<file path="src/rtl/cje_pkg.sv">
package cje_pkg;
  localparam int CTL_W      = 32;
  localparam int START_BIT  = 31;
  localparam int IE_BIT     = 30;
  localparam int MODE_LSB   = 27;
  localparam int MODE_W     = 3;
  localparam int MACOK_BIT  = 21;
  localparam int MACSRC_BIT = 20;
  localparam int MACSZ_LSB  = 16;
  localparam int MACSZ_W    = 3;
  localparam int LEN_LSB    = 16;
  localparam int CNT_W      = 16;
  localparam int MACLEN_W   = MACSZ_W + 2;

  typedef enum logic [1:0] {
    CH_CCM = 2'd0,
    CH_CTR = 2'd1,
    CH_CBC = 2'd2,
    CH_ECB = 2'd3
  } chain_e;

  typedef struct packed {
    chain_e chain;
    logic   encrypt;
  } op_t;

  function automatic op_t decode_mode(input logic [MODE_W-1:0] code);
    op_t o;
    case (code[2:1])
      2'd0:    begin o.chain = CH_CCM; o.encrypt = code[0]; end
      2'd1:    begin o.chain = CH_CTR; o.encrypt = 1'b1;    end
      2'd2:    begin o.chain = CH_CBC; o.encrypt = code[0]; end
      default: begin o.chain = CH_ECB; o.encrypt = code[0]; end
    endcase
    return o;
  endfunction
endpackage

</file>
<file path="src/rtl/cje_ctrl_reg.sv">
module cje_ctrl_reg
  import cje_pkg::*;
(
  input  logic               clk,
  input  logic               rst_n,
  input  logic               wr,
  input  logic               w_start,
  input  logic               w_ie,
  input  logic [MODE_W-1:0]  w_mode,
  input  logic               w_src,
  input  logic [MACSZ_W-1:0] w_sz,
  input  logic               busy,
  output logic               start_req,
  output logic               ie_q,
  output logic               ie_next,
  output logic [MODE_W-1:0]  mode_q,
  output logic               src_q,
  output logic [MACSZ_W-1:0] sz_q
);
  assign start_req = wr && w_start && !busy;
  assign ie_next   = wr ? w_ie : ie_q;

  always_ff @(posedge clk) begin
    if (!rst_n) begin
      ie_q   <= 1'b0;
      mode_q <= '0;
      src_q  <= 1'b0;
      sz_q   <= '0;
    end else if (wr) begin
      ie_q  <= w_ie;
      src_q <= w_src;
      sz_q  <= w_sz;
      if (!busy) mode_q <= w_mode;
    end
  end
endmodule

</file>
<file path="src/rtl/cje_blk_seq.sv">
module cje_blk_seq
  import cje_pkg::*;
(
  input  logic             clk,
  input  logic             rst_n,
  input  logic             start_req,
  input  logic             len_wr,
  input  logic [CNT_W-1:0] len_cnt,
  input  logic             blk_avail,
  input  logic             req_ready,
  input  logic             mac_ok_in,
  output logic             req_valid,
  output logic             busy,
  output logic             done,
  output logic             finish,
  output logic             mac_ok,
  output logic [CNT_W-1:0] count
);
  logic fire, last, empty_start;

  assign req_valid   = busy && blk_avail;
  assign fire        = req_valid && req_ready;
  assign last        = fire && (count == CNT_W'(1));
  assign empty_start = start_req && (count == '0);
  assign finish      = empty_start || last;

  always_ff @(posedge clk) begin
    if (!rst_n) begin
      count  <= '0;
      busy   <= 1'b0;
      done   <= 1'b0;
      mac_ok <= 1'b0;
    end else begin
      done <= finish;
      if (finish) mac_ok <= mac_ok_in;
      if (start_req && !empty_start) busy <= 1'b1;
      else if (last) busy <= 1'b0;
      if (fire) count <= count - CNT_W'(1);
      else if (len_wr && !busy) count <= len_cnt;
    end
  end
endmodule

</file>
<file path="src/rtl/cje_irq_flag.sv">
module cje_irq_flag (
  input  logic clk,
  input  logic rst_n,
  input  logic set_evt,
  input  logic clr_evt,
  output logic flag
);
  always_ff @(posedge clk) begin
    if (!rst_n)       flag <= 1'b0;
    else if (set_evt) flag <= 1'b1;
    else if (clr_evt) flag <= 1'b0;
  end
endmodule

</file>
<file path="src/rtl/cipher_job_ctrl.sv">
module cipher_job_ctrl
  import cje_pkg::*;
(
  input  logic                clk,
  input  logic                rst_n,
  input  logic                ctl_wr,
  input  logic [CTL_W-1:0]    ctl_wdata,
  output logic [CTL_W-1:0]    ctl_rdata,
  input  logic                len_wr,
  input  logic [CTL_W-1:0]    len_wdata,
  input  logic                blk_avail,
  input  logic                mac_ok_in,
  output logic                req_valid,
  input  logic                req_ready,
  output logic [1:0]          req_chain,
  output logic                req_encrypt,
  output logic [MACLEN_W-1:0] mac_len,
  output logic                mac_from_reg,
  output logic [CNT_W-1:0]    blk_left,
  output logic                done,
  output logic                irq
);
  logic               start_req, ie_q, ie_next, src_q, busy, finish, mac_ok;
  logic [MODE_W-1:0]  mode_q;
  logic [MACSZ_W-1:0] sz_q;
  op_t                op;
  logic               unused_bits;

  assign unused_bits = ^{ctl_wdata[26:21], ctl_wdata[19], ctl_wdata[15:0],
                         len_wdata[LEN_LSB-1:0]};

  cje_ctrl_reg u_reg (
    .clk(clk), .rst_n(rst_n), .wr(ctl_wr),
    .w_start(ctl_wdata[START_BIT]), .w_ie(ctl_wdata[IE_BIT]),
    .w_mode(ctl_wdata[MODE_LSB +: MODE_W]), .w_src(ctl_wdata[MACSRC_BIT]),
    .w_sz(ctl_wdata[MACSZ_LSB +: MACSZ_W]), .busy(busy),
    .start_req(start_req), .ie_q(ie_q), .ie_next(ie_next),
    .mode_q(mode_q), .src_q(src_q), .sz_q(sz_q)
  );

  cje_blk_seq u_seq (
    .clk(clk), .rst_n(rst_n), .start_req(start_req), .len_wr(len_wr),
    .len_cnt(len_wdata[LEN_LSB +: CNT_W]), .blk_avail(blk_avail),
    .req_ready(req_ready), .mac_ok_in(mac_ok_in), .req_valid(req_valid),
    .busy(busy), .done(done), .finish(finish), .mac_ok(mac_ok),
    .count(blk_left)
  );

  cje_irq_flag u_irq (
    .clk(clk), .rst_n(rst_n), .set_evt(finish && ie_next),
    .clr_evt(ctl_wr), .flag(irq)
  );

  assign op           = decode_mode(mode_q);
  assign req_chain    = op.chain;
  assign req_encrypt  = op.encrypt;
  assign mac_len      = {1'b0, sz_q, 1'b0} + MACLEN_W'(2);
  assign mac_from_reg = src_q;

  always_comb begin
    ctl_rdata                          = '0;
    ctl_rdata[START_BIT]               = busy;
    ctl_rdata[IE_BIT]                  = ie_q;
    ctl_rdata[MODE_LSB +: MODE_W]      = mode_q;
    ctl_rdata[MACOK_BIT]               = mac_ok;
    ctl_rdata[MACSRC_BIT]              = src_q;
    ctl_rdata[MACSZ_LSB +: MACSZ_W]    = sz_q;
  end
endmodule

</file>
<file path="config.mk">
export PLATFORM = sky130hd
export DESIGN_NAME = cipher_job_ctrl
export DESIGN_NICKNAME = d
export VERILOG_FILES = /design/src/rtl/cje_pkg.sv /design/src/rtl/cje_ctrl_reg.sv /design/src/rtl/cje_blk_seq.sv /design/src/rtl/cje_irq_flag.sv /design/src/rtl/cipher_job_ctrl.sv
export SDC_FILE = /design/constraint.sdc
export NUM_CORES = 1
export LEC_CHECK = 0
export ABC_CLOCK_PERIOD_IN_PS = 3100
export BUFFER_PORTS_ARGS = -buffer_cell sky130_fd_sc_hd__buf_2
export CAP_MARGIN = 20
export CORE_ASPECT_RATIO = 1.4
export CORE_UTILIZATION = 30
export CTS_CLUSTER_DIAMETER = 80
export DETAILED_ROUTE_END_ITERATION = 12
export GPL_TIMING_DRIVEN = 0
export PLACE_DENSITY_LB_ADDON = 0.12
export SLEW_MARGIN = 5
export SYNTH_ARGS = -nofsm -noshare
export SYNTH_HDL_FRONTEND = slang
export SYNTH_SLANG_ARGS = --single-unit
</file>
<file path="constraint.sdc">
create_clock -name clk -period 3.1 [get_ports clk]
set_input_delay 0.155 -clock clk [delete_from_list [all_inputs] [get_ports clk]]
set_output_delay 0.155 -clock clk [all_outputs]
set_load 0.01 [all_outputs]
</file>
==> run metrics <==
Top Family by Delay on Critical Path=simple AND/OR/NAND/NOR gates; Initial Util=0.317; TritonRoute pass-1 iters=4; via count=~1.6k; Largest stage delay, worst path=0.71 ns; number of fill cells=~570; fin. max-slew vios=0; Total Wirelength=4350 µm; GPL Wtd Cong=0.801; hold path depth=3; minimum clock period=between 2 and 2.5 ns; area occupied by multi-input gates=around 900 µm²; area leader, netlist=dfxtp_1; crit path launch type=flip-flop; first-pass GRT wire length=between 6000 and 7000 µm; Max-slew headroom=0.428; met1 Use GR=0.170; ant diodes=0; std cell rows=31; mapped cell area=around 1700 µm²; WP depth=6; post-synthesis sequential area ratio=0.335; total gr overflow=0; Post-synth EDFFs=0; crit end category=flip-flop; Reg clk slew, reported paths=0.09 ns; wire per inst=12.1 µm; pwr/cell area=roughly 400 nW/µm²; die width=65.1 µm; core footprint=between 5000 and 6000 µm²; met2 Use GR=0.270; Die Y=between 90 and 100 µm; RSZ-0062 raised after global routing=false; status=completed; CTS tree=done; most frequent cells in the layout=buf_2 (69), dfxtp_1 (28), buf_4 (27); post-synthesis async set-or-reset flop share=0; Post-route DRC=0; reg2reg path depth=6; largest cells by area after synthesis=dfxtp_1 (33%), buf_4 (12%), mux2i_1 (4.8%); P_leak=between 0.001 and 0.0015 µW; Port Buffers=67; vias per cell=roughly 4.5; antenna violations before repair=0; Reg area=about 560 µm²; Max Clock Skew=about 0.0027 ns; max cap viols=0; setup ws final=between 0.9 and 1 ns; TritonCTS Buffers=3; layout cells sized above 1=0.372; CP max stage cell=nor3b_1; yosys warns=0; detailed placement HPWL=between 3000 and 4000 µm; critical path cell sequence=inv_1 > ha_1 > nor3b_1 > nand2_1 > o311ai_0 > a21oi_1; Mapped Cells=200; setup TNS=0 ns; number of global-route vias before repair=about 1.5k; area grow syn2layout=33.2%; met3 Track Usage GR=0.0290; PostCTS Resize Cnt=0; commonest non-fill, non-tap cell in the layout=buf_2; Place WS=0.969 ns; clock root cell=clkbuf_8; Post-CTS Repair Setup Buffers=0; Synth Register Bits=28; Worst Path Buf+Inv=1; Required @ worst endpoint=about 3.3 ns; die area=between 5000 and 6000 µm²; CTS Hold Buffers Added=0; fraction of post-synthesis cell area in the top cell type by area=0.335; class of the most critical setup path=flip-flop to flip-flop; fin nets=roughly 370; R2R setup slack=0.97 ns; fmax=roughly 470 MHz; htree depth=1; Worst-Margin Slew=0.856 ns; Design Power=889 µW; Max VDD drop=0.166 mV; Max clock buf depth=2; clock latency on the worst-skew pair=~0.27 ns; total track usage=0.150; commonest register cell after synthesis=dfxtp_1; Worst Path Max Fanout=8; Clock Sinks=28; Avg Cell Area, Syn=~8.4 µm²; critical path arrival=around 2.3 ns; Final Hold Viols=0; Cell variety after synth=45; Final setup viols=0; GRT Max-Usage Layer=met2; DRT antenna net count=0; I/O pins=around 130; fin crit share=0.687; drt initial violations=85; largest net degree at the start of global routing=16; HP Class=input pin to flip-flop
-- power breakdown --
| group | internal (µW) | switching (µW) |
|---|---|---|
| Combinational | 116 | 131 |
| Sequential | 384 | 33.0 |
| Clock | 114 | 112 |
| Total | 613 | 276 |
-- logic make-up (layout without fill, tap and decap cells) --
logic type | after synthesis | in the layout | share of synthesized area
DFF | 28 | 28 | 0.335
and+or+nand+nor | 70 | 70 | 0.230
muxes | 9 | 9 | 0.0546
other | 1 | 23 | 0.00224
buffers and inverters | 46 | 117 | 0.177
AOI/OAI and AO/OA | 41 | 41 | 0.168
xor gates and xnor gates | 2 | 2 | 0.0105
adders and majority gates | 3 | 3 | 0.0224
-- layout make-up --
| class | count | area share |
|---|---|---|
| Clock buffer | 4 | 0.0247 |
| Inverter | 7 | 0.0118 |
| Sequential cell | 28 | 0.251 |
| Timing Repair Buffer | 67 | 0.150 |
| Tap cell | 66 | 0.0370 |
| Multi-Input combinational cell | 148 | 0.403 |
| Buffer | 39 | 0.121 |
-- state kept, by name (all words and copies together), names as in the netlist --
signal,flops
u_seq.count,16
u_reg.mode_q,3
u_reg.sz_q,3
u_irq.flag,1
u_reg.ie_q,1
u_reg.src_q,1
u_seq.busy,1
u_seq.done,1
u_seq.mac_ok,1
-- synth_stat cells, types with 2 or more instances --
cell,instances
dfxtp_1,28
clkbuf_1,8
nor3_1,3
nand3_1,7
and2_1,2
inv_1,7
buf_2,2
a31oi_1,6
nor4_2,2
ha_1,3
o211ai_1,4
mux2i_1,8
nor2_1,18
buf_4,27
o21a_1,2
nand4_1,5
a2bb2oi_1,3
or3_1,2
o2bb2a_1,2
clkbuf_8,2
nor2b_1,2
a221oi_1,2
o21ai_0,3
and3_1,5
a32oi_1,2
nand2_1,14
xor2_1,2
a21oi_1,12
-- final timing paths --
kind                   from               to
max          u_seq.count[0]   u_seq.count[6]
min           ctl_wdata[29]  u_reg.mode_q[2]
max reg2reg  u_seq.count[0]   u_seq.count[6]
min reg2reg    u_seq.mac_ok     u_seq.mac_ok
-- stage by stage --
stage	hold slack [ns]	util	cell area [µm²]	std cells
final	0.109	0.423	2230	359
after detailed placement	0.388	0.412	2170	355
after CTS	0.0971	0.423	2230	359
after floorplan	0.288	-	1760	222
after global placement	0.382	0.412	2170	355
after global routing	0.124	0.423	2230	359
-- per-layer routing --
layer / vias to the layer above / wire, µm
met1: 702 / 1790
met2: 69 / 2180
met5: - / 0
met3: 8 / 308
li1: 846 / -
met4: 0 / 73
-- worst register-to-register path: cells and delay by family (launching register included) --
kind	cells	cell delay [ns]
AND/OR/NAND/NOR	2	0.95
flip-flops	1	0.40
adder cells (fa/ha/maj)	1	0.15
buffers and inverters	1	0.09
AO/OA/AOI/OAI	2	0.44
No activity file was read; power rests on OpenSTA's default activity.
